===== config.mk =====
export PLATFORM = sky130hd
export DESIGN_NAME = clk_mode_select
export DESIGN_NICKNAME = d
export VERILOG_FILES = /design/src/rtl/clk_mode_pkg.sv /design/src/rtl/ready_sync.sv /design/src/rtl/mode_request_reg.sv /design/src/rtl/mode_sequencer.sv /design/src/rtl/clk_mode_select.sv
export SDC_FILE = /design/constraint.sdc
export NUM_CORES = 1
export LEC_CHECK = 0
export BUFFER_PORTS_ARGS = -buffer_cell sky130_fd_sc_hd__buf_2
export CORE_AREA = 2 2 39 41
export CTS_CLUSTER_SIZE = 40
export DETAILED_ROUTE_END_ITERATION = 8
export DIE_AREA = 0 0 41 43
export GPL_TIMING_DRIVEN = 0
export HOLD_SLACK_MARGIN = 0.12
export PLACE_DENSITY_LB_ADDON = 0.08
export SLEW_MARGIN = 20
export SYNTH_ARGS = -nofsm -noshare
export SYNTH_HDL_FRONTEND = slang
export SYNTH_HIERARCHICAL = 1
export SYNTH_SLANG_ARGS = --single-unit

===== constraint.sdc =====
create_clock -name clk -period 2 [get_ports clk]
set_input_delay 0.3 -clock clk [delete_from_list [all_inputs] [get_ports clk]]
set_output_delay 0.3 -clock clk [all_outputs]
set_load 0.005 [all_outputs]

===== src/rtl/clk_mode_pkg.sv =====
package clk_mode_pkg;

  localparam int MODE_W = 2;

  typedef enum logic [MODE_W-1:0] {
    MODE_SELF       = 2'b00,
    MODE_FLL_INT    = 2'b01,
    MODE_BYPASS_EXT = 2'b10,
    MODE_FLL_EXT    = 2'b11
  } clk_mode_e;

  // bit positions inside the status word; bit 1 is polled by software
  localparam int STAT_RSV_BIT  = 0;
  localparam int STAT_RDY_BIT  = 1;
  localparam int STAT_PEND_BIT = 2;

  // bit 1 of a mode marks the modes that need the external pins
  function automatic logic needs_ext(input logic [MODE_W-1:0] m);
    return m[MODE_W-1];
  endfunction

endpackage


===== src/rtl/ready_sync.sv =====
module ready_sync #(
  parameter int STAGES = 2
) (
  input  logic clk,
  input  logic rst_n,
  input  logic async_in,
  output logic sync_out
);

  generate
    if (STAGES == 0) begin : g_bypass
      assign sync_out = async_in;
    end else begin : g_chain
      logic [STAGES-1:0] chain_q;
      always_ff @(posedge clk) begin
        if (!rst_n) chain_q <= '0;
        else        chain_q <= {chain_q[STAGES-2+((STAGES==1)?1:0):0], async_in};
      end
      assign sync_out = chain_q[STAGES-1];
    end
  endgenerate

endmodule


===== src/rtl/mode_request_reg.sv =====
module mode_request_reg
  import clk_mode_pkg::*;
(
  input  logic              clk,
  input  logic              rst_n,
  input  logic              wr_valid,
  input  logic              wr_ready,
  input  logic [MODE_W-1:0] wr_mode,
  output logic [MODE_W-1:0] req_mode,
  output logic              reserved,
  output logic              locked_low
);

  logic              seen_q;
  logic              rsv_q;
  logic              lock_q;
  logic [MODE_W-1:0] req_q;
  logic              blocked;
  logic              taken;

  // an external mode is refused once the pins were left unreserved
  assign blocked = lock_q && needs_ext(wr_mode);
  assign taken   = wr_valid && wr_ready && !blocked;

  always_ff @(posedge clk) begin
    if (!rst_n) begin
      req_q  <= MODE_SELF;
      seen_q <= 1'b0;
      rsv_q  <= 1'b0;
      lock_q <= 1'b0;
    end else if (taken) begin
      req_q <= wr_mode;
      if (!seen_q) begin
        seen_q <= 1'b1;
        rsv_q  <= needs_ext(wr_mode);
        lock_q <= !needs_ext(wr_mode);
      end
    end
  end

  assign req_mode   = req_q;
  assign reserved   = rsv_q;
  assign locked_low = lock_q;

endmodule


===== src/rtl/mode_sequencer.sv =====
module mode_sequencer
  import clk_mode_pkg::*;
(
  input  logic              clk,
  input  logic              rst_n,
  input  logic [MODE_W-1:0] req_mode,
  input  logic              ref_ok,
  input  logic              off_mode,
  output logic [MODE_W-1:0] act_mode,
  output logic              pending
);

  logic [MODE_W-1:0] act_q;
  logic [MODE_W-1:0] act_d;

  always_comb begin
    act_d = act_q;
    if (!off_mode) begin
      if (needs_ext(act_q) && !ref_ok) begin
        act_d = MODE_SELF;
      end else if (req_mode != act_q) begin
        if (!needs_ext(req_mode) || ref_ok) act_d = req_mode;
      end
    end
  end

  always_ff @(posedge clk) begin
    if (!rst_n) act_q <= MODE_SELF;
    else        act_q <= act_d;
  end

  assign act_mode = act_q;
  assign pending  = (req_mode != act_q);

endmodule


===== src/rtl/clk_mode_select.sv =====
module clk_mode_select
  import clk_mode_pkg::*;
#(
  parameter int READY_SYNC_STAGES = 2,
  parameter int STAT_W            = 8
) (
  input  logic              clk,
  input  logic              rst_n,
  input  logic              wr_valid,
  input  logic [1:0]        wr_mode,
  output logic              wr_ready,
  input  logic              ext_ready,
  input  logic              off_mode,
  output logic [1:0]        rd_mode,
  output logic [1:0]        active_mode,
  output logic              pending,
  output logic              pins_reserved,
  output logic [STAT_W-1:0] status
);

  logic              rdy_s;
  logic              locked_low;
  logic [MODE_W-1:0] req_mode;
  logic [MODE_W-1:0] act_mode;
  logic              pend;
  logic              rsv;

  ready_sync #(.STAGES(READY_SYNC_STAGES)) u_sync (
    .clk      (clk),
    .rst_n    (rst_n),
    .async_in (ext_ready),
    .sync_out (rdy_s)
  );

  assign wr_ready = !pend && !off_mode;

  mode_request_reg u_req (
    .clk        (clk),
    .rst_n      (rst_n),
    .wr_valid   (wr_valid),
    .wr_ready   (wr_ready),
    .wr_mode    (wr_mode),
    .req_mode   (req_mode),
    .reserved   (rsv),
    .locked_low (locked_low)
  );

  mode_sequencer u_seq (
    .clk      (clk),
    .rst_n    (rst_n),
    .req_mode (req_mode),
    .ref_ok   (rdy_s),
    .off_mode (off_mode),
    .act_mode (act_mode),
    .pending  (pend)
  );

  always_comb begin
    status                = '0;
    status[STAT_RSV_BIT]  = rsv;
    status[STAT_RDY_BIT]  = rdy_s;
    status[STAT_PEND_BIT] = pend;
  end

  assign rd_mode       = req_mode;
  assign active_mode   = act_mode;
  assign pending       = pend;
  assign pins_reserved = rsv;

endmodule


==> flow_summary_export.csv, run 1 <==
group,metric,value,unit
outcome,status,"finished, final reports clean",
synth,synth-adder-area-share,0,%
routing,drtAntennaViolNets,0,
place,io_buffers,16,
layout,synthToLayoutAreaGrowth,33.3,%
timing,slew_violations,0,
die,start_util,30.7,%
timing,fin_worst_skew,0.00420,ns
global_routing,grt_antenna_before_repair,0,
timing,setup_viol,0,
synth,syn_inst,47,
synth,synth.most_common_cell,"dfxtp_1",
routing,drt-initial-drc-count,6,
power_and_ir_drop,p_leak,0.296,nW
synth,yosys-mux-area-fraction,2.36,%
worst_setup_path,arrival,1.35,ns
clocking,cts_root_buf,"clkbuf_4",
power_and_ir_drop,peakVddDrop,0.000289,V
clocking,cts_setup_buffers,0,
synth,yosysTopAreaCell,"dfxtp_1",
timing,max_freq,606,MHz
routing,drc,0,
worst_setup_path,critPathKind,"register to primary output",
timing,hold_violations,0,
clocking,tritoncts,"done",
global_routing,grt.overflow.total,0,
power_and_ir_drop,p_per_area,723,nW/um^2
synth,ys_top_cells_by_count,"dfxtp_1, buf_4, nand2_1",
global_routing,grt_first_pass_wirelength,1.17,mm
timing,rsz0062_at_grt,"no",
timing,finalCritPeriodShare,82.5,%
clocking,post_cts_resized,0,
synth,synth_compound_area_share,16.2,%
routing,drt-pass1-iter-count,2,
die,die_h,43,um
synth,async_flop_share,0,%
synth,synth-xor-area-share,2.06,%
worst_setup_path,required,1.70,ns
worst_setup_path,cp-start-kind,"register",
run,drv_cap,0,
die,die_w,41,um
place,gp_congestion,0.630,
synth,ys.flop_type,"dfxtp_1",
clocking,cts_hold_buffers,0,
die,design.core.area,1380,um^2
synth,synth_area,424,um^2
layout,fin_util,40.9,%
die,rows,14,
synth,synthSimpleGateAreaFrac,20.9,%
synth,synth_edf_count,0,
synth,yosysUniqueCellTypes,22,
routing,via_count,351,
synth,synth_top_area_share,42.5,%
synth,ys_seq_elements,9,
global_routing,gr-usage-all-layers,10.3,%
clocking,clock_sinks,9,
clocking,clock_path_buffers,2,
clocking,h-tree-depth,1,
die,dieArea,1760,um^2
routing,drt-wirelength-per-cell,9.15,um
timing,finalCriticalPeriod,1.65,ns
synth,syn_area_per_cell,9.02,um^2
clocking,numCtsBuffers,3,
synth,yosysWarningCount,6,
routing,routed_wl,796,um
routing,via_per_inst,4.03,
synth,synth_top_family_by_area,"simple AND/OR/NAND/NOR gates",
synth,ys_top_cells_by_area,"dfxtp_1, buf_4, and2_1",
layout,antenna-diode-count,0,
hold_path,hp-class,"input port to register",
layout,fillers,154,
clocking,clk_latency,0.26,ns
worst_setup_path,end_kind,"primary output",
layout,fin_nets,79,
global_routing,first_global_vias,283,
global_routing,grt_max_degree,11,
timing,tns,0,ns
clocking,clk_pin_slew_worst_paths,0.06,ns
synth,ys_seq_area_share,42.5,%
power_and_ir_drop,power.total,0.409,mW
die,io_pins,22,
worst_setup_path,cp_max_fo,6,
layout,drive_gt1_share,43.7,%
place,hpwl,583,um
==> cell type report <==
class | instances | area (um^2) | share of cell area (%)
Multi-Input combinational cell | 33 | 195 | 34.5
Tap cell | 16 | 20.0 | 3.54
Clock buffer | 4 | 26.3 | 4.65
Sequential cell | 9 | 180 | 31.9
Buffer | 8 | 60.1 | 10.6
Timing Repair Buffer | 16 | 80.1 | 14.2
Inverter | 1 | 3.75 | 0.664
==> report_power, final <==
group	internal [mW]	total (mW)	switching, mW
combinational	0.0406	0.0698	0.0291
clock	0.0769	0.140	0.0632
sequential	0.190	0.199	0.00941
==> path summary, 6_finish.rpt <==
| path | startpoint | endpoint | slack (ns) | cells past startpoint |
|---|---|---|---|---|
| worst min register to register | u_sync/g_chain.chain_q[0]$_SDFF_PN0_ | u_sync/g_chain.chain_q[1]$_SDFF_PN0_ | 0.43 | 1 |
| worst max register to register | u_req/req_mode[1]$_SDFFE_PN0P_ | u_req/reserved$_SDFFE_PN0P_ | 0.42 | 6 |
| worst max-delay path | u_req/req_mode[1]$_SDFFE_PN0P_ | status[2] | 0.35 | 4 |
| worst min-delay path | ext_ready | u_sync/g_chain.chain_q[0]$_SDFF_PN0_ | 0.24 | 2 |
==> metrics by stage <==
step | setup slack (ns) | hold slack [ns] | cells | area (um^2)
after floorplan | 0.474 | 0.412 | 51 | 439
after global routing | 0.221 | 0.237 | 87 | 566
after detailed placement | 0.427 | 0.417 | 83 | 539
after global placement | 0.419 | 0.420 | 83 | 539
after CTS | 0.328 | 0.231 | 87 | 566
final | 0.350 | 0.237 | 87 | 566
==> registers in the layout, summed over array words and instances (netlist names) <==
| name | flops |
|---|---|
| u_req/locked_low | 1 |
| u_req/req_mode | 2 |
| u_req/reserved | 1 |
| u_req/seen_q | 1 |
| u_seq/act_mode | 2 |
| u_sync/g_chain.chain_q | 2 |
==> worst max-delay path, cell delays in order, from the launching register on <==
cell and delay [ns]:
dfxtp_1 0.36, and2_2 0.20, o21ai_0 0.28, buf_4 0.16
buf_2 0.09
==> cell families after synthesis <==
group           Yosys count
compound gates           10
mux                       1
flops                     9
buf+inv                   9
simple gates             16
xor+xnor                  1
other cells               1
==> routing by layer <==
| metal | GRT usage (%) | share of wire (%) |
|---|---|---|
| met1 | 12.0 | 48 |
| met4 | 10.0 | 0 |
| met3 | 3.14 | 8.3 |
| met2 | 13.8 | 43 |
| met5 | 0 | 0 |
==> cell usage in the layout (no fill, tap or decap), drive strengths merged <==
master	n
a21boi	2
a21oi	1
and2	4
buf	24
clkbuf	4
conb	5
dfxtp	9
inv	1
mux2i	1
nand2	5
nor2	3
nor2b	1
nor3	1
nor3b	1
o211a	1
o21a	1
o21ai	4
o221a	1
or3	1
xnor2	1
(Power assumes the default switching activity.)
==> inputs of run 2 (changes only) <==
--- a/config.mk
+++ b/config.mk
@@ -5,6 +5,7 @@
 export SDC_FILE = /design/constraint.sdc
 export NUM_CORES = 1
 export LEC_CHECK = 0
+export ABC_AREA = 1
 export BUFFER_PORTS_ARGS = -buffer_cell sky130_fd_sc_hd__buf_2
 export CORE_AREA = 2 2 39 41
 export CTS_CLUSTER_SIZE = 40
==> constraint.sdc (replaced) <==
create_clock -name clk -period 1.45 [get_ports clk]
set_input_delay 0.2175 -clock clk [delete_from_list [all_inputs] [get_ports clk]]
set_output_delay 0.2175 -clock clk [all_outputs]
set_load 0.005 [all_outputs]
==> run 2 against run 1 <==
Net effect: register-to-register slack got worse by 0.21 ns; sequential share of layout area shrank 3.9 points; combinational power grew to 9.3 times the previous value; synthesized cell count grew 49%; sequential cell count unchanged; highest routed layer is now met4.
==> flow_summary_export.csv, run 2 <==
group,metric,value,unit
clocking,numCtsBuffers,3,
global_routing,grt_first_pass_wirelength,1.28,mm
power_and_ir_drop,peakVddDrop,0.000840,V
clocking,clock_sinks,9,
worst_setup_path,required,1.23,ns
power_and_ir_drop,power.total,1.22,mW
timing,slew_violations,0,
die,rows,14,
place,hpwl,665,um
synth,ys_seq_elements,9,
timing,hold_violations,0,
layout,multi_input_area,238,um^2
global_routing,gr-usage-all-layers,11.2,%
timing,finalCritPeriodShare,94.0,%
place,postPlaceCellArea,606,um^2
synth,ys.flop_type,"dfxtp_1",
run,drv_cap,0,
worst_setup_path,arrival,1.15,ns
timing,fin_worst_skew,0.00322,ns
timing,max_freq,734,MHz
routing,routed_wl,829,um
die,start_util,35.4,%
layout,seq_area,185,um^2
layout,fin_nets,103,
clocking,clk_latency,0.26,ns
layout,drive_gt1_share,45.3,%
worst_setup_path,critPathSlowestCell,"dfxtp_2",
hold_path,hp-class,"input port to register",
layout,antenna-diode-count,0,
synth,syn_area_per_cell,7.01,um^2
worst_setup_path,cp-start-kind,"register",
outcome,status,"finished, final reports clean",
synth,yosysUniqueCellTypes,17,
die,design.core.area,1380,um^2
synth,synth_top_family_by_area,"simple AND/OR/NAND/NOR gates",
synth,ys_top_cells_by_area,"dfxtp_1, buf_4, nand2_1",
global_routing,grt_antenna_before_repair,0,
synth,synthSimpleGateAreaFrac,30.6,%
global_routing,use_met3,3.14,%
global_routing,grt.busiest_layer,"met2",
worst_setup_path,cp_max_fo,5,
routing,drc,0,
routing,drtAntennaViolNets,0,
clocking,tritoncts,"done",
clocking,h-tree-depth,1,
die,io_pins,22,
global_routing,grt.overflow.total,0,
die,dieArea,1760,um^2
worst_setup_path,max_stage_delay,0.35,ns
worst_setup_path,critPathKind,"register to primary output",
layout,final_common_cell,"buf_2",
power_and_ir_drop,p_per_area,1840,nW/um^2
die,die_h,43,um
synth,synth_area,490,um^2
die,die_w,41,um
place,gp_congestion,0.702,
synth,synth_edf_count,0,
synth,ys_top_cells_by_count,"nand2_1, inv_1, dfxtp_1, buf_4, nor2_1",
synth,async_flop_share,0,%
clocking,clk_pin_slew_worst_paths,0.06,ns
routing,via_count,446,
synth,syn_inst,70,
synth,synth.most_common_cell,"nand2_1",
timing,finalCriticalPeriod,1.36,ns
place,io_buffers,16,
clocking,clock_path_buffers,2,
routing,drt-wirelength-per-cell,7.47,um
clocking,cts_root_buf,"clkbuf_4",
routing,drt-initial-drc-count,4,
global_routing,met2_usage,17.2,%
synth,yosysWarningCount,6,
global_routing,grt_max_degree,8,
synth,synth_compound_area_share,8.67,%
layout,synthToLayoutAreaGrowth,35.2,%
worst_setup_path,end_kind,"primary output",
synth,yosys-mux-area-fraction,0,%
global_routing,first_global_vias,359,
synth,ys_seq_area_share,36.7,%
power_and_ir_drop,p_leak,0.370,nW
synth,synth-xor-area-share,1.79,%
routing,drt-pass1-iter-count,4,
timing,setup_viol,0,
synth,synth-adder-area-share,0,%
synth,yosysTopAreaCell,"dfxtp_1",
layout,final_area,663,um^2
layout,final_cell_mix,"buf_2, nand2_1, inv_1",
worst_setup_path,path_cells,"xnor2_2, nand2_2, buf_4, buf_2",
global_routing,use_met1,11.3,%
layout,fillers,150,
synth,synth_top_area_share,36.7,%
routing,via_per_inst,4.02,
==> run 2: cell count changes after synthesis, sizes merged, moves of 4 or more <==
cell   before  now
nand2       5   17
inv         1   12
nor2        3   10
and2        4    0
nand3       0    4
o21ai       4    0
==> run 2: per-stage QoR <==
stage	util, %	TNS, ns	setup WS (ns)	instances	hold WS (ns)
CTS	46.6	0	0.00858	110	0.126
detailed placement	43.8	0	0.0501	106	0.401
floorplan	-	0	0.109	74	0.311
global route	47.9	-0.0216	-0.0141	111	0.152
global placement	43.8	0	0.0416	106	0.394
finish	47.9	0	0.0868	111	0.135
==> run 2: logic make-up after synthesis <==
family | count (synthesis)
and+or+nand+nor | 33
other | 1
DFF | 9
AOI/OAI and AO/OA | 6
buffers and inverters | 20
xor gates and xnor gates | 1
==> run 2: worst max-delay path, delay by kind of cell, from the launching register on <==
kind,cells,cell delay (ns)
simple gates,1,0.10
xor+xnor,1,0.19
flops,1,0.35
buf+inv,2,0.25
==> run 2: final timing paths <==
path | slack [ns] | start | to | cells past startpoint
worst max register to register | 0.21 | u_req/req_mode[1]$_SDFFE_PN0P_ | u_req/reserved$_SDFFE_PN0P_ | 8
worst min-delay path | 0.14 | ext_ready | u_sync/g_chain.chain_q[0]$_SDFF_PN0_ | 3
worst min register to register | 0.41 | u_sync/g_chain.chain_q[0]$_SDFF_PN0_ | u_sync/g_chain.chain_q[1]$_SDFF_PN0_ | 2
worst max-delay path | 0.09 | u_req/req_mode[1]$_SDFFE_PN0P_ | status[2] | 4
==> run 2: repair_timing <==
item                       CTS  global route
hold buffers                 0             0
pin swaps                    0             2
setup endpoints to repair    2             2
buffers inserted             0             1
resized for setup            3             5
==> run 2: metal layers <==
metal	wire, um	vias up
met4	10	0
met5	0	-
met1	372	180
met3	76	2
li1	-	249
met2	371	15
==> run 2: cell type report <==
class                   instances  area share, %
plain buffers                   8           9.06
clock buffers                   3           3.40
clock inverters                 1          0.755
inverters                      12           6.79
multi-input cells              45           35.8
flip-flops and latches          9           27.9
well taps                      16           3.02
repair buffers                 17           13.2
==> run 2: where the power goes <==
| group | total, mW | internal [mW] | switching, mW |
|---|---|---|---|
| combinational | 0.648 | 0.334 | 0.314 |
| clock | 0.191 | 0.102 | 0.0897 |
| sequential | 0.381 | 0.320 | 0.0611 |
| total | 1.22 | 0.755 | 0.465 |
==> inputs of run 3 (changes only) <==
--- a/config.mk
+++ b/config.mk
@@ -13,7 +13,8 @@
 export DIE_AREA = 0 0 41 43
 export GPL_TIMING_DRIVEN = 0
 export HOLD_SLACK_MARGIN = 0.12
-export PLACE_DENSITY_LB_ADDON = 0.08
+export PLACE_DENSITY = 0.79
+export SETUP_SLACK_MARGIN = 0.2
 export SLEW_MARGIN = 20
 export SYNTH_ARGS = -nofsm -noshare
 export SYNTH_HDL_FRONTEND = slang
==> run 3 against run 2 <==
Net effect: first-iteration DRC count increased by 75%; combinational power increased by 50%; fmax increased by 1.1%; hold slack improved by 0.0069 ns; sequential power increased by 4%; wire length increased by 37%; critical path type unchanged; highest routed layer is now met3.
==> flow_summary_export.csv, run 3 (same netlist as run 2, synthesis figures left out) <==
group,metric,value,unit
layout,antenna-diode-count,0,
layout,seq_area,189,um^2
worst_setup_path,critical_path_depth,4,
hold_path,holdPathStages,3,
worst_setup_path,cp-start-kind,"register",
power_and_ir_drop,p_per_area,2030,nW/um^2
die,dieArea,1760,um^2
clocking,clk_pin_slew_worst_paths,0.06,ns
routing,drt-wirelength-per-cell,9.89,um
die,start_util,35.4,%
layout,final_cell_mix,"buf_2, nand2_1, buf_4, inv_1, nor2_1",
clocking,cts_root_buf,"clkbuf_4",
timing,fin_worst_skew,0.00216,ns
worst_setup_path,critPathBufInv,2,
worst_setup_path,path_cells,"xnor2_4, nand2_4, buf_6, buf_6",
worst_setup_path,critPathSlowestCell,"dfxtp_4",
worst_setup_path,required,1.23,ns
global_routing,grt.overflow.total,0,
routing,via_per_inst,4.10,
clocking,tritoncts,"done",
routing,via_count,472,
timing,finalCritPeriodShare,93.0,%
timing,finalCriticalPeriod,1.35,ns
power_and_ir_drop,seq_power_share,25.5,%
die,die_w,41,um
worst_setup_path,max_stage_delay,0.37,ns
outcome,status,"finished, final reports clean",
power_and_ir_drop,p_int,0.965,mW
hold_path,hp-class,"input port to register",
global_routing,grt_first_pass_wirelength,1.64,mm
timing,setup_viol,0,
routing,drt-initial-drc-count,7,
layout,final_common_cell,"buf_2",
power_and_ir_drop,peakVddDrop,0.000883,V
die,io_pins,22,
timing,rsz0062_at_grt,"yes",
worst_setup_path,critPathKind,"register to primary output",
clocking,numCtsBuffers,3,
run,drv_cap,0,
timing,tns,0,ns
timing,hold_violations,0,
clocking,clock_sinks,9,
power_and_ir_drop,p_leak,0.398,nW
clocking,h-tree-depth,1,
layout,fin_nets,107,
power_and_ir_drop,p_comb_share,62.6,%
worst_setup_path,cp_max_fo,5,
power_and_ir_drop,p_sw,0.591,mW
clocking,clock_path_buffers,2,
timing,hold_slack,0.142,ns
worst_setup_path,crit_family,"flip-flops",
global_routing,grt_max_degree,8,
layout,fillers,148,
die,design.core.area,1380,um^2
routing,drtAntennaViolNets,0,
layout,multi_input_area,288,um^2
worst_setup_path,arrival,1.13,ns
worst_setup_path,end_kind,"primary output",
worst_setup_path,crit_path_frequent_cell,"buf_6",
power_and_ir_drop,switching_share,38.0,%
routing,drt-pass1-iter-count,4,
global_routing,gr-usage-all-layers,13.5,%
routing,drc,0,
global_routing,first_global_vias,419,
place,io_buffers,16,
die,die_h,43,um
layout,drive_gt1_share,49.5,%
power_and_ir_drop,clock_power_share,11.8,%
clocking,clk_latency,0.25,ns
place,gp_congestion,0.752,
timing,slew_violations,0,
global_routing,grt_antenna_before_repair,0,
timing,max_freq,742,MHz
die,rows,14,
place,hpwl,726,um
routing,routed_wl,1.14,mm
layout,synthToLayoutAreaGrowth,56.1,%
worst_setup_path,r2r.worst_path.cells,9,
run 3: stage by stage:
step                      power [mW]  area [um^2]  utilization [%]  setup WS [ns]  cells
after floorplan                0.794          518                -          0.217     74
after global placement         0.961          618             44.7          0.173    106
after detailed placement       0.987          618             44.7          0.130    106
after CTS                       1.34          699             50.5         0.0974    113
after global routing            1.68          766             55.3         0.0503    115
final                           1.56          766             55.3          0.102    115
run 3: power groups by stage:
stage / combinational [mW] / clock, mW / sequential [mW]
floorplan: 0.412 / 0 / 0.382
global placement: 0.580 / 0 / 0.381
detailed placement: 0.605 / 0 / 0.383
CTS: 0.761 / 0.194 / 0.381
global route: 1.07 / 0.208 / 0.405
finish: 0.975 / 0.184 / 0.397
run 3: cell type report:
cell class	count	area share (%)
multi-input combinational	45	37.6
sequential	9	24.7
timing repair buffer	21	17.5
buffer	8	8.33
inverter	12	5.88
clock buffer	4	3.43
tap	16	2.61
run 3: routing by layer:
metal / track usage [%] / up-vias / wire length, um
met3: 3.14 / 0 / 78
met4: 4.00 / 0 / 0
met1: 15.1 / 200 / 403
met5: 0 / - / 0
met2: 23.8 / 18 / 654
li1: - / 254 / -
run 3: path summary, 6_finish.rpt:
check | slack, ns | startpoint | end
min | 0.14 | ext_ready | u_sync/g_chain.chain_q[0]$_SDFF_PN0_
max reg2reg | 0.12 | u_req/req_mode[1]$_SDFFE_PN0P_ | u_req/reserved$_SDFFE_PN0P_
min reg2reg | 0.42 | u_sync/g_chain.chain_q[0]$_SDFF_PN0_ | u_sync/g_chain.chain_q[1]$_SDFF_PN0_
max | 0.10 | u_req/req_mode[1]$_SDFFE_PN0P_ | status[2]
run 3: repair_timing:
action	CTS	global route
buffers inserted	3	2
hold buffers	0	0
resized for setup	9	10
pin swaps	5	6
endpoints found under the setup margin	8	8
run 3: tightest hold or removal path: stages:
cell and delay [ns]:
buf_2 0.07, nand2_1 0.04, inv_1 0.04
